$ cat src/rtl/erc_pkg.sv
// Package: shared port codes and the width of a port code for the
// eager-forward route checker. Assumes a 2-D mesh with two local elements.
package erc_pkg;
    localparam int PORT_W = 3;

    localparam logic [PORT_W-1:0] DIR_N   = 3'd0; // toward larger Y
    localparam logic [PORT_W-1:0] DIR_E   = 3'd1; // toward larger X
    localparam logic [PORT_W-1:0] DIR_S   = 3'd2; // toward smaller Y
    localparam logic [PORT_W-1:0] DIR_W   = 3'd3; // toward smaller X
    localparam logic [PORT_W-1:0] DIR_PE0 = 3'd4; // local element 0
    localparam logic [PORT_W-1:0] DIR_PE1 = 3'd5; // local element 1

    localparam int AXES = 2; // index 0 = X, index 1 = Y
endpackage

$ cat src/rtl/erc_axis_cmp.sv
// Module: erc_axis_cmp
// Compares one destination coordinate with the node coordinate on a single
// axis and reports whether the target lies ahead (larger) or behind
// (smaller). Assumes unsigned coordinates; purely combinational.
module erc_axis_cmp #(
    parameter int COORD_W = 4
) (
    input  logic [COORD_W-1:0] dst_c,
    input  logic [COORD_W-1:0] here_c,
    output logic               ahead,
    output logic               behind
);
    // Strict magnitude compare on one axis.
    always_comb begin
        ahead  = (dst_c > here_c);
        behind = (dst_c < here_c);
    end
endmodule

$ cat src/rtl/erc_xy_route.sv
// Module: erc_xy_route
// Dimension-order output choice: X first, then Y, then eject to the local
// element picked by pe_bit. Assumes per-axis compare flags are mutually
// exclusive (from erc_axis_cmp).
module erc_xy_route
    import erc_pkg::*;
(
    input  logic [AXES-1:0]   ahead,
    input  logic [AXES-1:0]   behind,
    input  logic              pe_bit,
    output logic [PORT_W-1:0] xy_port,
    output logic              at_dest
);
    // Select the XY output from the axis flags in X, Y, local order.
    always_comb begin
        at_dest = ~(|ahead) & ~(|behind);
        if (ahead[0])       xy_port = DIR_E;
        else if (behind[0]) xy_port = DIR_W;
        else if (ahead[1])  xy_port = DIR_N;
        else if (behind[1]) xy_port = DIR_S;
        else if (pe_bit)    xy_port = DIR_PE1;
        else                xy_port = DIR_PE0;
    end
endmodule

$ cat src/rtl/erc_hop_judge.sv
// Module: erc_hop_judge
// Judges the speculative hop on the preferred output: live when it moves the
// flit closer on at least one axis, dead otherwise. A flit already at its
// destination is never dead; codes above the last local port mean "no
// preferred path" and are never dead. Purely combinational.
module erc_hop_judge
    import erc_pkg::*;
(
    input  logic [AXES-1:0]   ahead,
    input  logic [AXES-1:0]   behind,
    input  logic              at_dest,
    input  logic [PORT_W-1:0] pref,
    output logic              dead,
    output logic              no_pref
);
    logic approach_x;
    logic approach_y;

    // Does the preferred mesh direction shrink the distance on its own axis?
    always_comb begin
        approach_x = ((pref == DIR_E) && ahead[0])  || ((pref == DIR_W) && behind[0]);
        approach_y = ((pref == DIR_N) && ahead[1])  || ((pref == DIR_S) && behind[1]);
    end

    // Dead unless approaching, at destination, or no preferred path exists.
    always_comb begin
        no_pref = (pref > DIR_PE1);
        dead    = ~at_dest & ~no_pref & ~(approach_x | approach_y);
    end
endmodule

$ cat src/rtl/eager_route_check.sv
// Module: eager_route_check (top)
// Registers, one cycle after a flit header, the verdict on its speculative
// preferred-path hop (dead or live), the XY output and whether the flit must
// also be queued for that output. Assumes node coordinates are stable while
// flits arrive. Synchronous active-low reset.
module eager_route_check
    import erc_pkg::*;
#(
    parameter int COORD_W = 4
) (
    input  logic               clk,
    input  logic               rst_n,
    input  logic               flit_vld,
    input  logic [COORD_W-1:0] flit_dx,
    input  logic [COORD_W-1:0] flit_dy,
    input  logic               flit_pe,
    input  logic [COORD_W-1:0] node_x,
    input  logic [COORD_W-1:0] node_y,
    input  logic [2:0]         pref_port,
    output logic               res_vld,
    output logic               res_dead,
    output logic               res_enq,
    output logic [2:0]         res_port
);
    logic [AXES-1:0][COORD_W-1:0] dst_v;
    logic [AXES-1:0][COORD_W-1:0] here_v;
    logic [AXES-1:0]              ahead;
    logic [AXES-1:0]              behind;
    logic [PORT_W-1:0]            xy_port;
    logic                         at_dest;
    logic                         hop_dead;
    logic                         no_pref;
    logic                         need_enq;

    // Gather coordinates into per-axis vectors.
    always_comb begin
        dst_v[0]  = flit_dx;
        dst_v[1]  = flit_dy;
        here_v[0] = node_x;
        here_v[1] = node_y;
    end

    // One comparator per mesh axis.
    for (genvar a = 0; a < AXES; a++) begin : g_axis
        erc_axis_cmp #(.COORD_W(COORD_W)) u_cmp (
            .dst_c  (dst_v[a]),
            .here_c (here_v[a]),
            .ahead  (ahead[a]),
            .behind (behind[a])
        );
    end

    erc_xy_route u_xy (
        .ahead   (ahead),
        .behind  (behind),
        .pe_bit  (flit_pe),
        .xy_port (xy_port),
        .at_dest (at_dest)
    );

    erc_hop_judge u_judge (
        .ahead   (ahead),
        .behind  (behind),
        .at_dest (at_dest),
        .pref    (pref_port),
        .dead    (hop_dead),
        .no_pref (no_pref)
    );

    // Queue the flit when its speculative copy is lost or goes elsewhere.
    always_comb begin
        need_enq = hop_dead | no_pref | (pref_port != xy_port);
    end

    // Result register stage.
    always_ff @(posedge clk) begin
        if (!rst_n) begin
            res_vld  <= 1'b0;
            res_dead <= 1'b0;
            res_enq  <= 1'b0;
            res_port <= '0;
        end else begin
            res_vld  <= flit_vld;
            res_dead <= flit_vld & hop_dead;
            res_enq  <= flit_vld & need_enq;
            res_port <= xy_port;
        end
    end

    // Assertions guarding the registered outputs.
    p_dead_forces_enq_r8: assert property (@(posedge clk) disable iff (!rst_n)
        res_dead |-> res_enq);

    p_idle_quiet_r10: assert property (@(posedge clk) disable iff (!rst_n)
        !flit_vld |=> (!res_vld && !res_dead && !res_enq));

    p_one_cycle_r10: assert property (@(posedge clk) disable iff (!rst_n)
        flit_vld |=> res_vld);

    p_dest_never_dead_r7: assert property (@(posedge clk) disable iff (!rst_n)
        (flit_vld && flit_dx == node_x && flit_dy == node_y) |=> (!res_dead && res_port[2]));

    p_x_first_r2: assert property (@(posedge clk) disable iff (!rst_n)
        (flit_vld && flit_dx != node_x) |=> (res_port == DIR_E || res_port == DIR_W));

    p_no_pref_live_r9: assert property (@(posedge clk) disable iff (!rst_n)
        (flit_vld && pref_port[2:1] == 2'b11) |=> (!res_dead && res_enq));

    p_match_single_copy_r8: assert property (@(posedge clk) disable iff (!rst_n)
        (res_vld && !res_dead && !res_enq) |-> (res_port == $past(pref_port)));
endmodule

$ cat config.mk
export PLATFORM = sky130hd
export DESIGN_NAME = eager_route_check
export DESIGN_NICKNAME = d
export VERILOG_FILES = /design/src/rtl/erc_pkg.sv /design/src/rtl/erc_axis_cmp.sv /design/src/rtl/erc_xy_route.sv /design/src/rtl/erc_hop_judge.sv /design/src/rtl/eager_route_check.sv
export SDC_FILE = /design/constraint.sdc
export NUM_CORES = 1
export LEC_CHECK = 0
export BUFFER_PORTS_ARGS = -buffer_cell sky130_fd_sc_hd__buf_4
export CAP_MARGIN = 20
export CORE_MARGIN = 2
export CORE_UTILIZATION = 39
export CTS_CLUSTER_DIAMETER = 150
export DETAILED_ROUTE_END_ITERATION = 6
export PLACE_DENSITY = 0.73
export SLEW_MARGIN = 20
export SYNTH_ARGS = -nofsm -noshare
export SYNTH_HDL_FRONTEND = slang
export SYNTH_SLANG_ARGS = --single-unit
$ cat constraint.sdc
create_clock -name clk -period 1.4 [get_ports clk]
set_clock_uncertainty 0.15 [all_clocks]
set_input_delay 0.14 -clock clk [delete_from_list [all_inputs] [get_ports clk]]
set_output_delay 0.14 -clock clk [all_outputs]
set_load 0.005 [all_outputs]
## After elaboration in Yosys (flattened, before gate mapping)

Cells that the tools add are included.

| cells by class | value |
|---|---|
| $lt $le $gt $ge | 5 |
| equal/unequal tests | 4 |
| muxes and demuxes | 5 |
| bitwise logic cells | 13 |
| reduce and logical (&&, ||, !) cells | 9 |

Operators with widths:

| kind | number |
|---|---|
| $mux 3 | 4 |
| $gt 4x4->1 | 2 |
| $lt 4x4->1 | 2 |
| $eq 3x2->1 const B | 2 |
| $and 1x1->1 | 5 |
| $not 1->1 | 5 |
| $logic_and 1x1->1 | 4 |
| $reduce_or 2->1 | 2 |
| $eq 3x1->1 const B | 1 |
| $gt 3x3->1 const B | 1 |
| $logic_not 3->1 | 1 |
| $ne 3x3->1 | 1 |
| $or 1x1->1 | 3 |
| $logic_or 1x1->1 | 2 |
| $mux 1 | 1 |

| storage, ports and cells | value |
|---|---|
| flip-flop bits (word level) | 6 |
| input port bits | 23 |
| output and inout bits | 6 |

## Logic depth before layout (Yosys ltp)

| depth | value |
|---|---|
| word-level depth | 10 |
| depth in mapped cells | 7 |
| depth with buffers taken out | 7 |

## Modules after synthesis

A second synthesis with hierarchy kept.

| unflattened totals | value |
|---|---|
| cell total of the unflattened synthesis | 60 |
| area total of the unflattened synthesis | 511.7 um2 |

By module, submodules not included:

| module | times used | cells each | area each (um2) | seq. area each (um2) |
|---|---|---|---|---|
| erc_axis_cmp | 2 | 15 | 113.9 | 0.0 |
| eager_route_check | 1 | 17 | 200.2 | 120.1 |
| erc_hop_judge | 1 | 6 | 43.8 | 0.0 |
| erc_xy_route | 1 | 7 | 40.0 | 0.0 |

## Least setup slack after synthesis

OpenSTA, ideal clock, no wires.

| timing | value |
|---|---|
| kind | input to register |
| start point | in node_x[3] |
| end point | reg res_enq |
| setup time | 0.117 ns |
| arrival | 1.159 ns |
| data required time | 1.133 ns |
| setup slack | -0.027 ns |
| cell stages on the path | 7 |
| buffers on the path | 0 |
| path through | inv_1 -> ha_1 -> and4_4 -> o41ai_2 -> nand2b_2 -> o221ai_2 -> o2bb2ai_2 |

| on the way | value |
|---|---|
| word-level cells in the longest chain between the ends | 10 |
| elaborated cells between the ends (all ways) | 21 |
| classes of those cells | order compare: 2; eq/ne: 1; mux: 2; bitwise: 11; reduce/logical: 5 |

Ends and longest elaborated chain:

| item | line | source |
|---|---|---|
| from (decl) | eager_route_check.sv:17 | `input logic [COORD_W-1:0] node_x,` |
| $gt 4x4->1 or $lt 4x4->1 (tied branches) | erc_axis_cmp.sv:15, erc_axis_cmp.sv:16 |  |
| $reduce_or 2->1 | erc_xy_route.sv:16 | `at_dest = ~(\|ahead) & ~(\|behind);` |
| $not 1->1 | erc_xy_route.sv:16 |  |
| $and 1x1->1 | erc_xy_route.sv:16 |  |
| $not 1->1 | erc_hop_judge.sv:28 | `dead = ~at_dest & ~no_pref & ~(approach_x \| approach_y);` |
| $and 1x1->1 (2 in a row) | erc_hop_judge.sv:28 |  |
| $or 1x1->1 | eager_route_check.sv:72 | `need_enq = hop_dead \| no_pref \| (pref_port != xy_port);` |
| $or 1x1->1 * | eager_route_check.sv:72 |  |
| $and 1x1->1 * | eager_route_check.sv:85 | `res_enq <= flit_vld & need_enq;` |
| to (signal assigned) | eager_route_check.sv:85 |  |
| to (decl) | eager_route_check.sv:22 | `output logic res_enq,` |

Every way passes the cells marked *; elsewhere a longest branch is shown, timed or not.
A chain may end at the register's enable or synchronous reset.

## Worst setup path in the final report

| timing | value |
|---|---|
| start point | in flit_dx[2] |
| end point | reg res_enq |

| on the way | value |
|---|---|
| word-level cells in the longest chain between the ends | 10 |
| elaborated cells between the ends (all ways) | 21 |
| classes of those cells | order compare: 2; eq/ne: 1; mux: 2; bitwise: 11; reduce/logical: 5 |

Ends and longest elaborated chain:

| item | line | source |
|---|---|---|
| from (decl) | eager_route_check.sv:14 | `input logic [COORD_W-1:0] flit_dx,` |
| $gt 4x4->1 or $lt 4x4->1 (tied branches) | erc_axis_cmp.sv:15, erc_axis_cmp.sv:16 |  |
| $reduce_or 2->1 | erc_xy_route.sv:16 |  |
| $not 1->1 | erc_xy_route.sv:16 |  |
| $and 1x1->1 | erc_xy_route.sv:16 |  |
| $not 1->1 | erc_hop_judge.sv:28 |  |
| $and 1x1->1 (2 in a row) | erc_hop_judge.sv:28 |  |
| $or 1x1->1 | eager_route_check.sv:72 |  |
| $or 1x1->1 * | eager_route_check.sv:72 |  |
| $and 1x1->1 * | eager_route_check.sv:85 |  |

Marks and branches as above.

==> reports/qor.log <==
INFO  worst_setup_path worst-path-max-fanout=3
INFO  timing         fmax=723MHz
INFO  worst_setup_path max_stage_delay=0.32ns
INFO  clock_tree     worst_setup_hold_path_clk_slew=0.04ns
INFO  timing         min_period=1.38ns
INFO  logic_synthesis ys_async_sr_fraction=0
INFO  global_routing antenna_violations_before_repair=0
INFO  logic_synthesis yosys_register_bits=6
INFO  global_routing overall_global_routing_usage=0.185
INFO  placed_design  dp.cells=115
INFO  worst_setup_path timing.critical_path.cells=buf_4, ha_1, and4_4, o41ai_4, nand2b_2, o221ai_2, o2bb2ai_2
INFO  placed_design  detailedPlace.worstSlack=-0.212ns
INFO  detailed_routing routed_wirelength=1450um
INFO  detailed_routing highest_layer=met4
INFO  final_layout   fillerInstances=103
INFO  logic_synthesis yosysWarnings=0
INFO  logic_synthesis synth.avg_cell_area=8.53um2
INFO  power          power.ir.vdd_worst=307uV
INFO  detailed_routing drt_first_iter_violations=2
INFO  timing         finalSetupViolations=0
INFO  clock_tree     cts.sinks=6
INFO  die            die_w=41.7um
INFO  final_layout   layout-drive-gt1-share=0.567
INFO  die            rows=13
INFO  die            ioPinCount=29
INFO  die            core_region_area=1320um2
INFO  detailed_routing m1WireLength=573um
INFO  worst_setup_path timing.critical_path.slowest_stage_cell=sky130_fd_sc_hd__ha_1
INFO  global_routing grt_max_degree=5
INFO  timing         worst_pin_slew=0.303ns
INFO  timing         rsz0062_at_grt=yes
INFO  clock_tree     tritoncts=yes
INFO  clock_tree     cts.root.buffer_cell=sky130_fd_sc_hd__clkbuf_4
INFO  logic_synthesis synthesis.area=554um2
INFO  detailed_routing wl_per_cell=12.2um
INFO  min_path       worstHoldPathType=input pin to register
INFO  timing         period_utilisation_layout=0.988
INFO  power          power.static_leakage=0.000459uW
INFO  die            die_height=41.7um
INFO  run            cap_viol_max_count=0
INFO  placed_design  routabilityCongestion=0.683
INFO  worst_setup_path cp.arrival=1.36ns
INFO  final_layout   area_growth=71.8%
INFO  worst_setup_path critical_path_required=1.38ns
INFO  detailed_routing remaining_drc_errors=0
INFO  final_layout   final_cell_area=952um2
INFO  die            die_area=1740um2
INFO  logic_synthesis ys_seq_area_frac=0.217
INFO  worst_setup_path combined_buffer_and_inverter_count_along_the_critical_path=1
INFO  worst_setup_path startpoint_type=input pin
INFO  timing         report.final.hold_viol_count=0
INFO  logic_synthesis ys_dominant_reg_cell=sky130_fd_sc_hd__dfxtp_1
INFO  timing         setup_total_negative_slack=0ns
INFO  final_layout   finish.net_count=137
INFO  global_routing grt_first_pass_wirelength=2410um
INFO  clock_tree     cts_inserted_buffers=3
INFO  final_layout   layoutNonFillerInstCount=119
INFO  worst_setup_path critPathKind=input pin to register
INFO  die            initial_core_util=0.421
INFO  detailed_routing ant_nets=0
INFO  timing         max-slew-margin-rel=0.797
INFO  clock_tree     cts_max_path_buffers=2
INFO  placed_design  placed_cell_area=866um2
INFO  status         run_status=completed
INFO  detailed_routing met2WireLength=785um
INFO  logic_synthesis synth.net_count=96
INFO  placed_design  numPortBuffers=28
INFO  global_routing grt_pass1_vias=594
INFO  worst_setup_path endpoint_kind=register
INFO  clock_tree     cts.htree.levels=1
INFO  worst_setup_path worst_path_dominant_cell_family=simple AND/OR/NAND/NOR gates
INFO  power          power.density_cell_area=634nW/um2
INFO  final_layout   num_antenna_cells=0
INFO  clock_tree     post_cts_hold_buffer_count=0
INFO  timing         finalMaxSlewViolations=0
INFO  timing         final.setup.worst_slack=0.0165ns
INFO  detailed_routing detail_route.first_pass.iterations=2
INFO  detailed_routing detailroute.via_count=607
INFO  global_routing global_route.overflow_total=0
INFO  logic_synthesis synth.lib_cells_used.distinct=30
INFO  detailed_routing avgViaCountPerCell=5.10
INFO  detailed_routing met3_length=67um
INFO  logic_synthesis synth_enable_flop_cells=0
INFO  logic_synthesis synth_cells=65
INFO  placed_design  detailed_placement_wirelength_estimate=1260um
## cells by family after synthesis
group	count (synthesis)	share of synthesized area
simple gates	22	0.235
compound gates	17	0.278
xor+xnor	1	0.0158
flops	6	0.217
buf+inv	11	0.0745
fa+ha+maj	8	0.181
## sequential cells by signal (all words and copies together), names as in the netlist
signal / cells
res_port: 3
res_dead: 1
res_enq: 1
res_vld: 1
## path summary, 6_finish.rpt
kind       start                      to  slack [ns]  depth (start not counted)
max   flit_dx[2]      res_enq$_SDFF_PN0_        0.02                          7
min        rst_n  res_port[0]$_SDFF_PN0_        0.02                          3
## cell usage after synthesis, types with 2 or more instances
master	number	area share
sky130_fd_sc_hd__a21oi_1	3	0.027
sky130_fd_sc_hd__dfxtp_1	6	0.22
sky130_fd_sc_hd__ha_1	8	0.18
sky130_fd_sc_hd__inv_1	11	0.074
sky130_fd_sc_hd__nand2_1	4	0.027
sky130_fd_sc_hd__nand2b_1	3	0.034
sky130_fd_sc_hd__nand3_1	3	0.027
sky130_fd_sc_hd__nor2_1	4	0.027
sky130_fd_sc_hd__o21ai_0	2	0.018
## worst min-delay path, delay by kind of cell
kind / cells / cell delay [ns]
buffers and inverters: 2 / 0.13
AND/OR/NAND/NOR: 1 / 0.10
## final cells by class
class / instances / area [um2] / area share
Clock buffer: 3 / 22.5 / 0.0237
Inverter: 11 / 46.3 / 0.0486
Multi-Input combinational cell: 48 / 474 / 0.498
Sequential cell: 6 / 120 / 0.126
Tap cell: 15 / 18.8 / 0.0197
Timing Repair Buffer: 36 / 270 / 0.284
## what timing repair did
item                       4_1_cts  5_1_grt
setup buffers                    0        1
gates resized for setup          0        8
setup endpoints to repair        0        2
hold endpoints to repair         0        0
## report_power, final
part	internal [uW]	leakage, uW	switching, uW	total [uW]
sequential	183	0.0000498	2.63	186
combinational	152	0.000395	114	266
clock	96.5	0.0000138	55.3	152
## metal layers
layer,GRT usage,vias to the layer above
li1,-,309
met2,0.331,22
met1,0.194,272
met3,0.0522,4
met4,0.0968,0
met5,0,-
## through the flow
stage,hold slack (ns),util,total power [uW]
6_report,0.0218,0.723,603
5_1_grt,0.0129,0.723,657
4_1_cts,0.0150,0.674,584
3_5_place_dp,0.264,0.657,429
3_3_place_gp,0.251,0.657,419
2_1_floorplan,0.129,-,312
## cells in the final DEF (no fill, tap or decap), drive strengths merged, types with 2 or more instances in the layout
cell type  synthesis  final
inv               11     11
a21oi              4      4
o21ai              2      2
nand2              5      5
dfxtp              6      6
clkbuf             0      3
a31oi              2      2
o2bb2ai            2      2
nand3              3      3
nand2b             4      4
ha                 8      8
buf                0     36
nor2               4      4
No activity file was read; power rests on OpenSTA's default activity.
